## config.mk

```make
export PLATFORM = sky130hd
export DESIGN_NAME = load_use_tracker
export DESIGN_NICKNAME = d
export VERILOG_FILES = /design/src/rtl/ptt_pkg.sv /design/src/rtl/ptt_scoreboard.sv /design/src/rtl/ptt_cycle_calc.sv /design/src/rtl/ptt_counter.sv /design/src/rtl/load_use_tracker.sv
export SDC_FILE = /design/constraint.sdc
export NUM_CORES = 1
export LEC_CHECK = 0
export BUFFER_PORTS_ARGS = -buffer_cell sky130_fd_sc_hd__buf_2
export CORE_AREA = 2 2 115 139
export DETAILED_ROUTE_END_ITERATION = 7
export DIE_AREA = 0 0 117 141
export PLACE_DENSITY = 0.84
export SETUP_SLACK_MARGIN = 0.05
export SKIP_LAST_GASP = 1
export SYNTH_ARGS = -nofsm -noshare
export SYNTH_HDL_FRONTEND = slang
export SYNTH_SLANG_ARGS = --single-unit
```

## constraint.sdc

```tcl
create_clock -name clk -period 9.7 [get_ports clk]
set_clock_uncertainty 0.1 [all_clocks]
set_input_delay 1.455 -clock clk [delete_from_list [all_inputs] [get_ports clk]]
set_output_delay 1.455 -clock clk [all_outputs]
set_load 0.01 [all_outputs]
```

## src/rtl/ptt_pkg.sv

```systemverilog
package ptt_pkg;

    typedef enum logic [2:0] {
        CLS_EXEC  = 3'd0,
        CLS_CTI   = 3'd1,
        CLS_LOAD  = 3'd2,
        CLS_STORE = 3'd3,
        CLS_LDM   = 3'd4,
        CLS_STM   = 3'd5
    } op_class_e;

    typedef enum logic {
        SB_EMPTY = 1'b0,
        SB_ARMED = 1'b1
    } sb_state_e;

    localparam int NUM_CNT = 5;
    localparam int CNT_TOT = 0;
    localparam int CNT_LDS = 1;
    localparam int CNT_CTS = 2;
    localparam int CNT_TKN = 3;
    localparam int CNT_UTK = 4;

endpackage

```

## src/rtl/ptt_scoreboard.sv

```systemverilog
module ptt_scoreboard
    import ptt_pkg::*;
#(
    parameter int NREGS = 16
) (
    input  logic                     clk,
    input  logic                     clr,
    input  logic                     issue,
    input  logic                     is_load,
    input  logic [$clog2(NREGS)-1:0] dst,
    input  logic [$clog2(NREGS):0]   src_a,
    input  logic [$clog2(NREGS):0]   src_b,
    output logic                     hit_a,
    output logic                     hit_b
);
    localparam int IDX_W = $clog2(NREGS);
    localparam int SRC_W = IDX_W + 1;

    sb_state_e        state_q;
    sb_state_e        state_d;
    logic [NREGS-1:0] active_q;
    logic [NREGS-1:0] pend_mask;

    // Mask gathered during the current instruction: starts empty, a load adds its destination.
    always_comb begin
        pend_mask = '0;
        if (is_load) begin
            pend_mask[dst] = 1'b1;
        end
    end

    // Next-state selection, taken only when an instruction retires.
    always_comb begin
        state_d = state_q;
        unique case (state_q)
            SB_EMPTY: state_d = is_load ? SB_ARMED : SB_EMPTY;
            SB_ARMED: state_d = is_load ? SB_ARMED : SB_EMPTY;
            default:  state_d = SB_EMPTY;
        endcase
    end

    // State register and active mask.
    always_ff @(posedge clk) begin
        if (clr) begin
            state_q  <= SB_EMPTY;
            active_q <= '0;
        end else if (issue) begin
            state_q  <= state_d;
            active_q <= pend_mask;
        end
    end

    // Hazard outputs derived from the state.
    always_comb begin
        hit_a = 1'b0;
        hit_b = 1'b0;
        unique case (state_q)
            SB_EMPTY: begin
                hit_a = 1'b0;
                hit_b = 1'b0;
            end
            SB_ARMED: begin
                hit_a = !src_a[SRC_W-1] && active_q[src_a[IDX_W-1:0]];
                hit_b = !src_b[SRC_W-1] && active_q[src_b[IDX_W-1:0]];
            end
            default: begin
                hit_a = 1'b0;
                hit_b = 1'b0;
            end
        endcase
    end

endmodule

```

## src/rtl/ptt_cycle_calc.sv

```systemverilog
module ptt_cycle_calc
    import ptt_pkg::*;
#(
    parameter int LAT_W = 4
) (
    input  logic [2:0]       op_class,
    input  logic             hit_a,
    input  logic             hit_b,
    input  logic             taken,
    input  logic             delay_slot,
    input  logic [LAT_W-1:0] base_lat,
    output logic             is_load,
    output logic [1:0]       ld_stall_n,
    output logic             cti_pen,
    output logic             tkn_ev,
    output logic             utk_ev,
    output logic [1:0]       stalls,
    output logic [LAT_W+1:0] cycles
);
    localparam int CYC_W = LAT_W + 2;

    logic use_a;
    logic use_b;
    logic is_cti;

    // Which operands each class inspects.
    always_comb begin
        use_a   = 1'b0;
        use_b   = 1'b0;
        is_cti  = 1'b0;
        is_load = 1'b0;
        unique case (op_class_e'(op_class))
            CLS_EXEC: begin
                use_a = 1'b1;
                use_b = 1'b1;
            end
            CLS_STORE: begin
                use_a = 1'b1;
                use_b = 1'b1;
            end
            CLS_LOAD: begin
                use_a   = 1'b1;
                is_load = 1'b1;
            end
            CLS_CTI: begin
                use_a  = 1'b1;
                is_cti = 1'b1;
            end
            default: begin
                use_a = 1'b0;
                use_b = 1'b0;
            end
        endcase
    end

    always_comb begin
        ld_stall_n = {1'b0, use_a & hit_a} + {1'b0, use_b & hit_b};
        cti_pen    = is_cti & taken & !delay_slot;
        tkn_ev     = is_cti & taken;
        utk_ev     = is_cti & !taken;
        stalls     = ld_stall_n + {1'b0, cti_pen};
        cycles     = CYC_W'(base_lat) + CYC_W'(stalls);
    end

endmodule

```

## src/rtl/ptt_counter.sv

```systemverilog
module ptt_counter #(
    parameter int W     = 32,
    parameter int INC_W = 6
) (
    input  logic             clk,
    input  logic             clr,
    input  logic             en,
    input  logic [INC_W-1:0] inc,
    output logic [W-1:0]     q
);
    always_ff @(posedge clk) begin
        if (clr) begin
            q <= '0;
        end else if (en) begin
            q <= q + W'(inc);
        end
    end
endmodule

```

## src/rtl/load_use_tracker.sv

```systemverilog
module load_use_tracker
    import ptt_pkg::*;
#(
    parameter int NREGS = 16,
    parameter int LAT_W = 4,
    parameter int CNT_W = 32
) (
    input  logic                     clk,
    input  logic                     clr,
    input  logic                     issue,
    input  logic [2:0]               op_class,
    input  logic [$clog2(NREGS):0]   src_a,
    input  logic [$clog2(NREGS):0]   src_b,
    input  logic [$clog2(NREGS)-1:0] dst,
    input  logic                     taken,
    input  logic                     delay_slot,
    input  logic [LAT_W-1:0]         base_lat,
    output logic [1:0]               cur_stalls,
    output logic [LAT_W+1:0]         cur_cycles,
    output logic [CNT_W-1:0]         tot_cycles,
    output logic [CNT_W-1:0]         load_stalls,
    output logic [CNT_W-1:0]         cti_stalls,
    output logic [CNT_W-1:0]         taken_cnt,
    output logic [CNT_W-1:0]         untaken_cnt
);
    localparam int CYC_W = LAT_W + 2;

    logic             hit_a;
    logic             hit_b;
    logic             is_load;
    logic [1:0]       ld_stall_n;
    logic             cti_pen;
    logic             tkn_ev;
    logic             utk_ev;
    logic [1:0]       stalls;
    logic [CYC_W-1:0] cycles;

    logic [NUM_CNT-1:0]            cnt_en;
    logic [NUM_CNT-1:0][CYC_W-1:0] cnt_inc;
    logic [NUM_CNT-1:0][CNT_W-1:0] cnt_q;

    ptt_scoreboard #(.NREGS(NREGS)) u_sb (
        .clk     (clk),
        .clr     (clr),
        .issue   (issue),
        .is_load (is_load),
        .dst     (dst),
        .src_a   (src_a),
        .src_b   (src_b),
        .hit_a   (hit_a),
        .hit_b   (hit_b)
    );

    ptt_cycle_calc #(.LAT_W(LAT_W)) u_calc (
        .op_class   (op_class),
        .hit_a      (hit_a),
        .hit_b      (hit_b),
        .taken      (taken),
        .delay_slot (delay_slot),
        .base_lat   (base_lat),
        .is_load    (is_load),
        .ld_stall_n (ld_stall_n),
        .cti_pen    (cti_pen),
        .tkn_ev     (tkn_ev),
        .utk_ev     (utk_ev),
        .stalls     (stalls),
        .cycles     (cycles)
    );

    // Counter enables and increments.
    always_comb begin
        cnt_en           = '0;
        cnt_inc          = '0;
        cnt_en[CNT_TOT]  = issue;
        cnt_inc[CNT_TOT] = cycles;
        cnt_en[CNT_LDS]  = issue;
        cnt_inc[CNT_LDS] = CYC_W'(ld_stall_n);
        cnt_en[CNT_CTS]  = issue & cti_pen;
        cnt_inc[CNT_CTS] = CYC_W'(1);
        cnt_en[CNT_TKN]  = issue & tkn_ev;
        cnt_inc[CNT_TKN] = CYC_W'(1);
        cnt_en[CNT_UTK]  = issue & utk_ev;
        cnt_inc[CNT_UTK] = CYC_W'(1);
    end

    for (genvar gi = 0; gi < NUM_CNT; gi++) begin : g_cnt
        ptt_counter #(.W(CNT_W), .INC_W(CYC_W)) u_cnt (
            .clk (clk),
            .clr (clr),
            .en  (cnt_en[gi]),
            .inc (cnt_inc[gi]),
            .q   (cnt_q[gi])
        );
    end

    // Latched result of the last issued instruction.
    always_ff @(posedge clk) begin
        if (clr) begin
            cur_stalls <= '0;
            cur_cycles <= '0;
        end else if (issue) begin
            cur_stalls <= stalls;
            cur_cycles <= cycles;
        end
    end

    assign tot_cycles  = cnt_q[CNT_TOT];
    assign load_stalls = cnt_q[CNT_LDS];
    assign cti_stalls  = cnt_q[CNT_CTS];
    assign taken_cnt   = cnt_q[CNT_TKN];
    assign untaken_cnt = cnt_q[CNT_UTK];

endmodule

```

After elaboration in Yosys (flattened, before gate mapping)
Index checks and enable logic that the tools add are counted.
{"block": "op_classes", "add_sub_neg": 8, "n_lt_le_gt_ge": 4, "n_eq_ne": 3, "muxes": 14, "n_bitwise": 9, "n_reduce_logical": 10}
{"op": "32-bit by 1-bit adder with 32-bit output (second input constant)", "count": 3}
{"op": "32-bit by 2-bit adder with 32-bit output", "count": 1}
{"op": "32-bit by 5-bit adder with 32-bit output", "count": 1}
{"op": "16-bit 2-to-1 mux", "count": 1}
{"op": "4-bit by 5-bit < comparator with 1-bit output (second input constant)", "count": 3}
{"op": "1-bit AND", "count": 8}
{"op": "1-bit binary-select mux with 4-bit select", "count": 2}
{"op": "1-bit 2-to-1 mux", "count": 8}
{"op": "3-bit by 2-bit equality test with 1-bit output (second input constant)", "count": 2}
{"op": "4-bit by 2-bit adder with 5-bit output", "count": 1}
{"op": "1-bit demux with 4-bit select", "count": 1}
{"op": "4-bit by 1-bit >= comparator with 1-bit output (second input constant)", "count": 1}
{"op": "1-bit zero test", "count": 4}
{"op": "1-bit case mux with 2 select lines", "count": 2}
{"op": "4-bit OR reduction", "count": 1}
{"op": "3-bit by 1-bit equality test with 1-bit output (second input constant)", "count": 1}
{"op": "1-bit logical AND", "count": 3}
{"op": "3-bit zero test", "count": 1}
{"op": "1-bit by 1-bit adder with 2-bit output", "count": 1}
{"op": "2-bit by 1-bit adder with 2-bit output", "count": 1}
{"op": "2-bit OR reduction", "count": 1}
{"op": "1-bit inverter", "count": 1}
{"block": "word_totals", "register_bits": 185, "input_bits": 26, "elab_cells": 57}

Longest topological paths before layout
{"block": "depth", "ltp_word": 9, "depth_mapped": 18}

Cells and area by module
Synthesis repeated with hierarchy kept, for this count alone.
{"block": "hier_totals", "cells_unflattened": 1160, "hier_area_um2": 10869.2}
{"mod": "ptt_counter", "instances": 5, "cells_per_inst": 200, "area_per_inst_um2": 1881.8}
{"mod": "ptt_scoreboard", "instances": 1, "cells_per_inst": 98, "area_per_inst_um2": 912.1}
{"mod": "load_use_tracker", "instances": 1, "cells_per_inst": 31, "area_per_inst_um2": 315.3}
{"mod": "ptt_cycle_calc", "instances": 1, "cells_per_inst": 31, "area_per_inst_um2": 232.7}

Worst setup path after synthesis
Ideal clock, no wire load.
{"block": "synth_path", "kind": "input -> register", "startpoint": "input port src_a[0]", "endpoint": "register g_cnt[0].u_cnt.q[23]", "setup_time_ns": 0.070, "arrival_ns": 5.173, "path_slack_ns": 4.356, "stages": 17, "cell_sequence": "mux4_2 > mux2_2 > o21ai_0 > or3_1 > fa_1 > inv_1 > ha_1 > inv_1 > fa_1 > inv_1 > ha_1 > a21o_1 > and4_1 > clkbuf_1 > o2111ai_2 > or3_1 > a21oi_1"}
{"block": "synth_between", "elab_chain_len": 9}
{"element": "start: declaration", "line_no": "load_use_tracker.sv:12", "source": "input logic [$clog2(NREGS):0] src_a,"}
{"element": "1-bit binary-select mux with 4-bit select", "line_no": "ptt_scoreboard.sv:63", "source": "hit_a = !src_a[SRC_W-1] && active_q[src_a[IDX_W-1:0]];"}
{"element": "1-bit 2-to-1 mux (implied by the code)", "line_no": "ptt_scoreboard.sv:63"}
{"element": "1-bit logical AND", "line_no": "ptt_scoreboard.sv:63"}
{"element": "1-bit case mux with 2 select lines", "line_no": "ptt_scoreboard.sv:57", "source": "unique case (state_q)"}
{"element": "1-bit AND", "line_no": "ptt_cycle_calc.sv:57", "source": "ld_stall_n = {1'b0, use_a & hit_a} + {1'b0, use_b & hit_b};"}
{"element": "1-bit by 1-bit adder with 2-bit output", "line_no": "ptt_cycle_calc.sv:57"}
{"element": "2-bit by 1-bit adder with 2-bit output", "line_no": "ptt_cycle_calc.sv:61", "source": "stalls = ld_stall_n + {1'b0, cti_pen};"}
{"element": "via stalls[0]", "line_no": "load_use_tracker.sv:35", "source": "logic [1:0] stalls;"}
{"element": "4-bit by 2-bit adder with 5-bit output", "line_no": "ptt_cycle_calc.sv:62", "source": "cycles = CYC_W'(base_lat) + CYC_W'(stalls);"}
{"element": "via cycles[1]", "line_no": "load_use_tracker.sv:36", "source": "logic [CYC_W-1:0] cycles;"}
{"element": "32-bit by 5-bit adder with 32-bit output", "line_no": "ptt_counter.sv:15", "source": "q <= q + W'(inc);"}
{"element": "end signal: assignment", "line_no": "ptt_counter.sv:15"}
{"element": "end: declaration", "line_no": "ptt_counter.sv:9", "source": "output logic [W-1:0] q"}
The timed path passes the listed nets, and every way through them passes these cells. The select of a mux whose other input is x is not followed.
A chain may end at the register's enable or synchronous reset.

Worst setup path after layout
{"block": "layout_path", "startpoint": "input port src_a[0]", "endpoint": "register g_cnt[0].u_cnt.q[14]"}
The elaborated chain is that of the path after synthesis.

==> impl_metrics.yaml <==
layout:
  drive_gt1_share_pct: 21.4
  fin_cells: 1393
  finalCoreUtilization_pct: 67.7
  insertedDiodeCount: 0
  area_growth_pct: 18.5
  nNetsFinal: 1216
  final.fill_count: 1225
sta:
  fmax_mhz: 170
  slew_headroom_pct: 16.7
  finalSetupViolations: 0
  rsz0062_at_grt: "no"
  fin_crit_sh_pct: 60.7
  drv_slew: 0
  whs_ns: 0.386
  hold_viol: 0
  fin_crit_ns: 5.89
  fin_setup_tns_ns: 0
  tightest_slew_ns: 1.24
yosys:
  synth-seq-cells: 184
  synth_edf_count: 0
  synth_async_sr_flop_share_pct: 0
  syn_area_sq_um: 8760
  synthFlopType: "dfxtp_1"
  syn_inst: 1007
  ys_seq_area_share_pct: 42.0
  netlist-cell-type-count: 62
  yosysTopAreaCellShare_pct: 42.0
  synth_top_area_cell: "dfxtp_1"
  synthTopCellsByArea: "dfxtp_1, xnor2_1, nor2_1, xor2_1, nand4_1"
  avgSynthCellArea_sq_um: 8.70
  syn_nets: 1050
  yosysWarnings: 0
placement:
  place_congestion: 0.889
  placed_cells: 1362
  place.port_buffers: 192
  dp_hpwl_microns: 14900
floorplanning:
  core-area_sq_um: 15300
  dieArea_sq_um: 16500
  num_rows: 50
  die_h_microns: 141
  die_x_microns: 117
  start_util_pct: 57.2
  ios: 194
cts:
  cts_max_level: 4
  ctsLongestPathBuffers: 2
  cts_buffers: 17
  clockRootBuffer: "clkbuf_16"
  clkSinkCount: 184
  cts_tree: "done"
  hold_buffers: 0
  cts.repair.resized: 0
  cts_setup_buffers: 0
  clkLatencyLatePin_ns: 0.43
  clk_pin_slew_ns: 0.06
global_route:
  use_met2_pct: 42.7
  use_met1_pct: 31.8
  antenna_found_initial: 0
  grt_util_met3_pct: 7.27
  track_usage_pct: 25.7
  first_global_vias: 7195
  grt_first_pass_wirelength_microns: 34400
  grt_start_max_net_pins: 71
  gr-total-overflow: 0
  grt_busiest_layer: "met2"
routing:
  drtPass1Iterations: 5
  avgViaCountPerCell: 5.62
  drt_iter0_markers: 546
  num_vias: 7829
  wl_per_cell_microns: 15.3
  antenna_left: 0
  drc: 0
  drt-total-wl_microns: 21300
job:
  drv_cap: 0
worst_setup_path:
  path_class: "input port to register"
  cp.arrival_ns: 6.14
  cp-end-kind: "register"
  crit_fanout: 12
  start_kind: "input port"
  r2r_cells: 16
  required_ns: 9.96
pwr:
  leakagePower_nw: 4.14
  peakVddDrop_v: 0.0000963
  cellPowerDensity_nw_per_um2: 146
status:
  status: "finished clean"
worst_hold_path:
  hold_class: "register to register"
  worstHoldPathCells: 2
## layout make-up
type / instances / area, sq um / share of cell area (%)
repair buffers: 195 / 986 / 9.50
clock buffers: 21 / 470 / 4.53
multi-input cells: 740 / 4730 / 45.6
clock inverters: 10 / 119 / 1.15
inverters: 35 / 131 / 1.27
well taps: 208 / 260 / 2.51
flip-flops and latches: 184 / 3680 / 35.5
## sequential cells by signal, indices dropped and copies added, names as in the netlist
signal,flops
g_cnt.u_cnt.q,160
u_sb.active_q,16
cur_cycles,5
cur_stalls,2
u_sb.state_q,1
## stage by stage
stage | power (mW) | area, sq um | setup slack, ns
2_1_floorplan | 0.822 | 8760 | 4.36
3_3_place_gp | 0.842 | 9790 | 3.61
3_5_place_dp | 0.844 | 9790 | 3.44
4_1_cts | 1.53 | 10400 | 3.84
5_1_grt | 1.57 | 10400 | 3.53
6_report | 1.52 | 10400 | 3.81
## worst max-delay path: stages
cell,delay [ns]
buf_2,0.15
mux4_2,0.51
mux2_2,0.26
o21ai_0,0.30
or3_1,0.18
fa_1,0.42
inv_1,0.07
ha_1,0.16
inv_1,0.06
fa_1,0.39
xnor2_1,0.16
ha_1,0.36
a21oi_1,0.11
o22ai_1,0.76
nand2_1,0.23
or4_1,0.46
o21ai_0,0.08
## placed cells by master (no fill, tap or decap), types with 30 or more instances in the layout
cell type	synthesis	final
nand2_1	56	56
nor3_1	30	30
nand3_1	49	49
nor2_1	178	178
xor2_1	47	47
buf_2	5	191
nor4_1	38	38
dfxtp_1	184	184
inv_1	35	35
xnor2_1	83	83
a21oi_1	33	33
nand4_1	42	42
## synth_stat cells, types with 5 or more instances
| cell | number |
|---|---|
| and3_1 | 11 |
| xnor2_1 | 83 |
| inv_1 | 35 |
| buf_2 | 5 |
| nor3_1 | 30 |
| nand2_1 | 56 |
| clkbuf_1 | 34 |
| and4_1 | 17 |
| ha_1 | 13 |
| or3_1 | 22 |
| o2111ai_1 | 5 |
| nor2_1 | 178 |
| a21oi_1 | 33 |
| xor2_1 | 47 |
| mux4_2 | 8 |
| mux2i_1 | 11 |
| o21ai_0 | 23 |
| dfxtp_1 | 184 |
| nor4_1 | 38 |
| nand3_1 | 49 |
| nand4_1 | 42 |
| a22oi_1 | 12 |
## routing by layer
metal	share of wire (%)	wire length (microns)
met1	42	9000
met2	49	10400
met3	7.0	1490
met4	1.7	369
met5	0	0
## where the power goes
| part | switching (mW) | internal (mW) | total [mW] |
|---|---|---|---|
| Clock | 0.290 | 0.400 | 0.690 |
| Combinational | 0.0416 | 0.0220 | 0.0636 |
| Sequential | 0.00415 | 0.760 | 0.764 |
| Total | 0.336 | 1.18 | 1.52 |
## cell families (layout without fill, tap and decap cells)
| family | Yosys count | count (layout) | synth area share (%) |
|---|---|---|---|
| flops | 184 | 184 | 42.0 |
| other cells | 1 | 1 | 0.0428 |
| fa+ha+maj | 17 | 17 | 2.77 |
| buf+inv | 83 | 261 | 3.98 |
| simple gates | 476 | 476 | 27.7 |
| xor+xnor | 130 | 130 | 13.0 |
| mux | 21 | 21 | 3.57 |
| compound gates | 95 | 95 | 6.90 |
## path summary, 6_finish.rpt
check | from | endpoint | slack (ns)
max reg2reg | u_sb.active_q[11]$_SDFFE_PP0P_ | g_cnt[0].u_cnt.q[14]$_SDFFE_PP0P_ | 4.70
min | cur_cycles[1]$_SDFFE_PP0P_ | cur_cycles[1]$_SDFFE_PP0P_ | 0.39
max | src_a[0] | g_cnt[0].u_cnt.q[14]$_SDFFE_PP0P_ | 3.81
min reg2reg | cur_cycles[1]$_SDFFE_PP0P_ | cur_cycles[1]$_SDFFE_PP0P_ | 0.39
No activity file was read; power rests on OpenSTA's default activity.
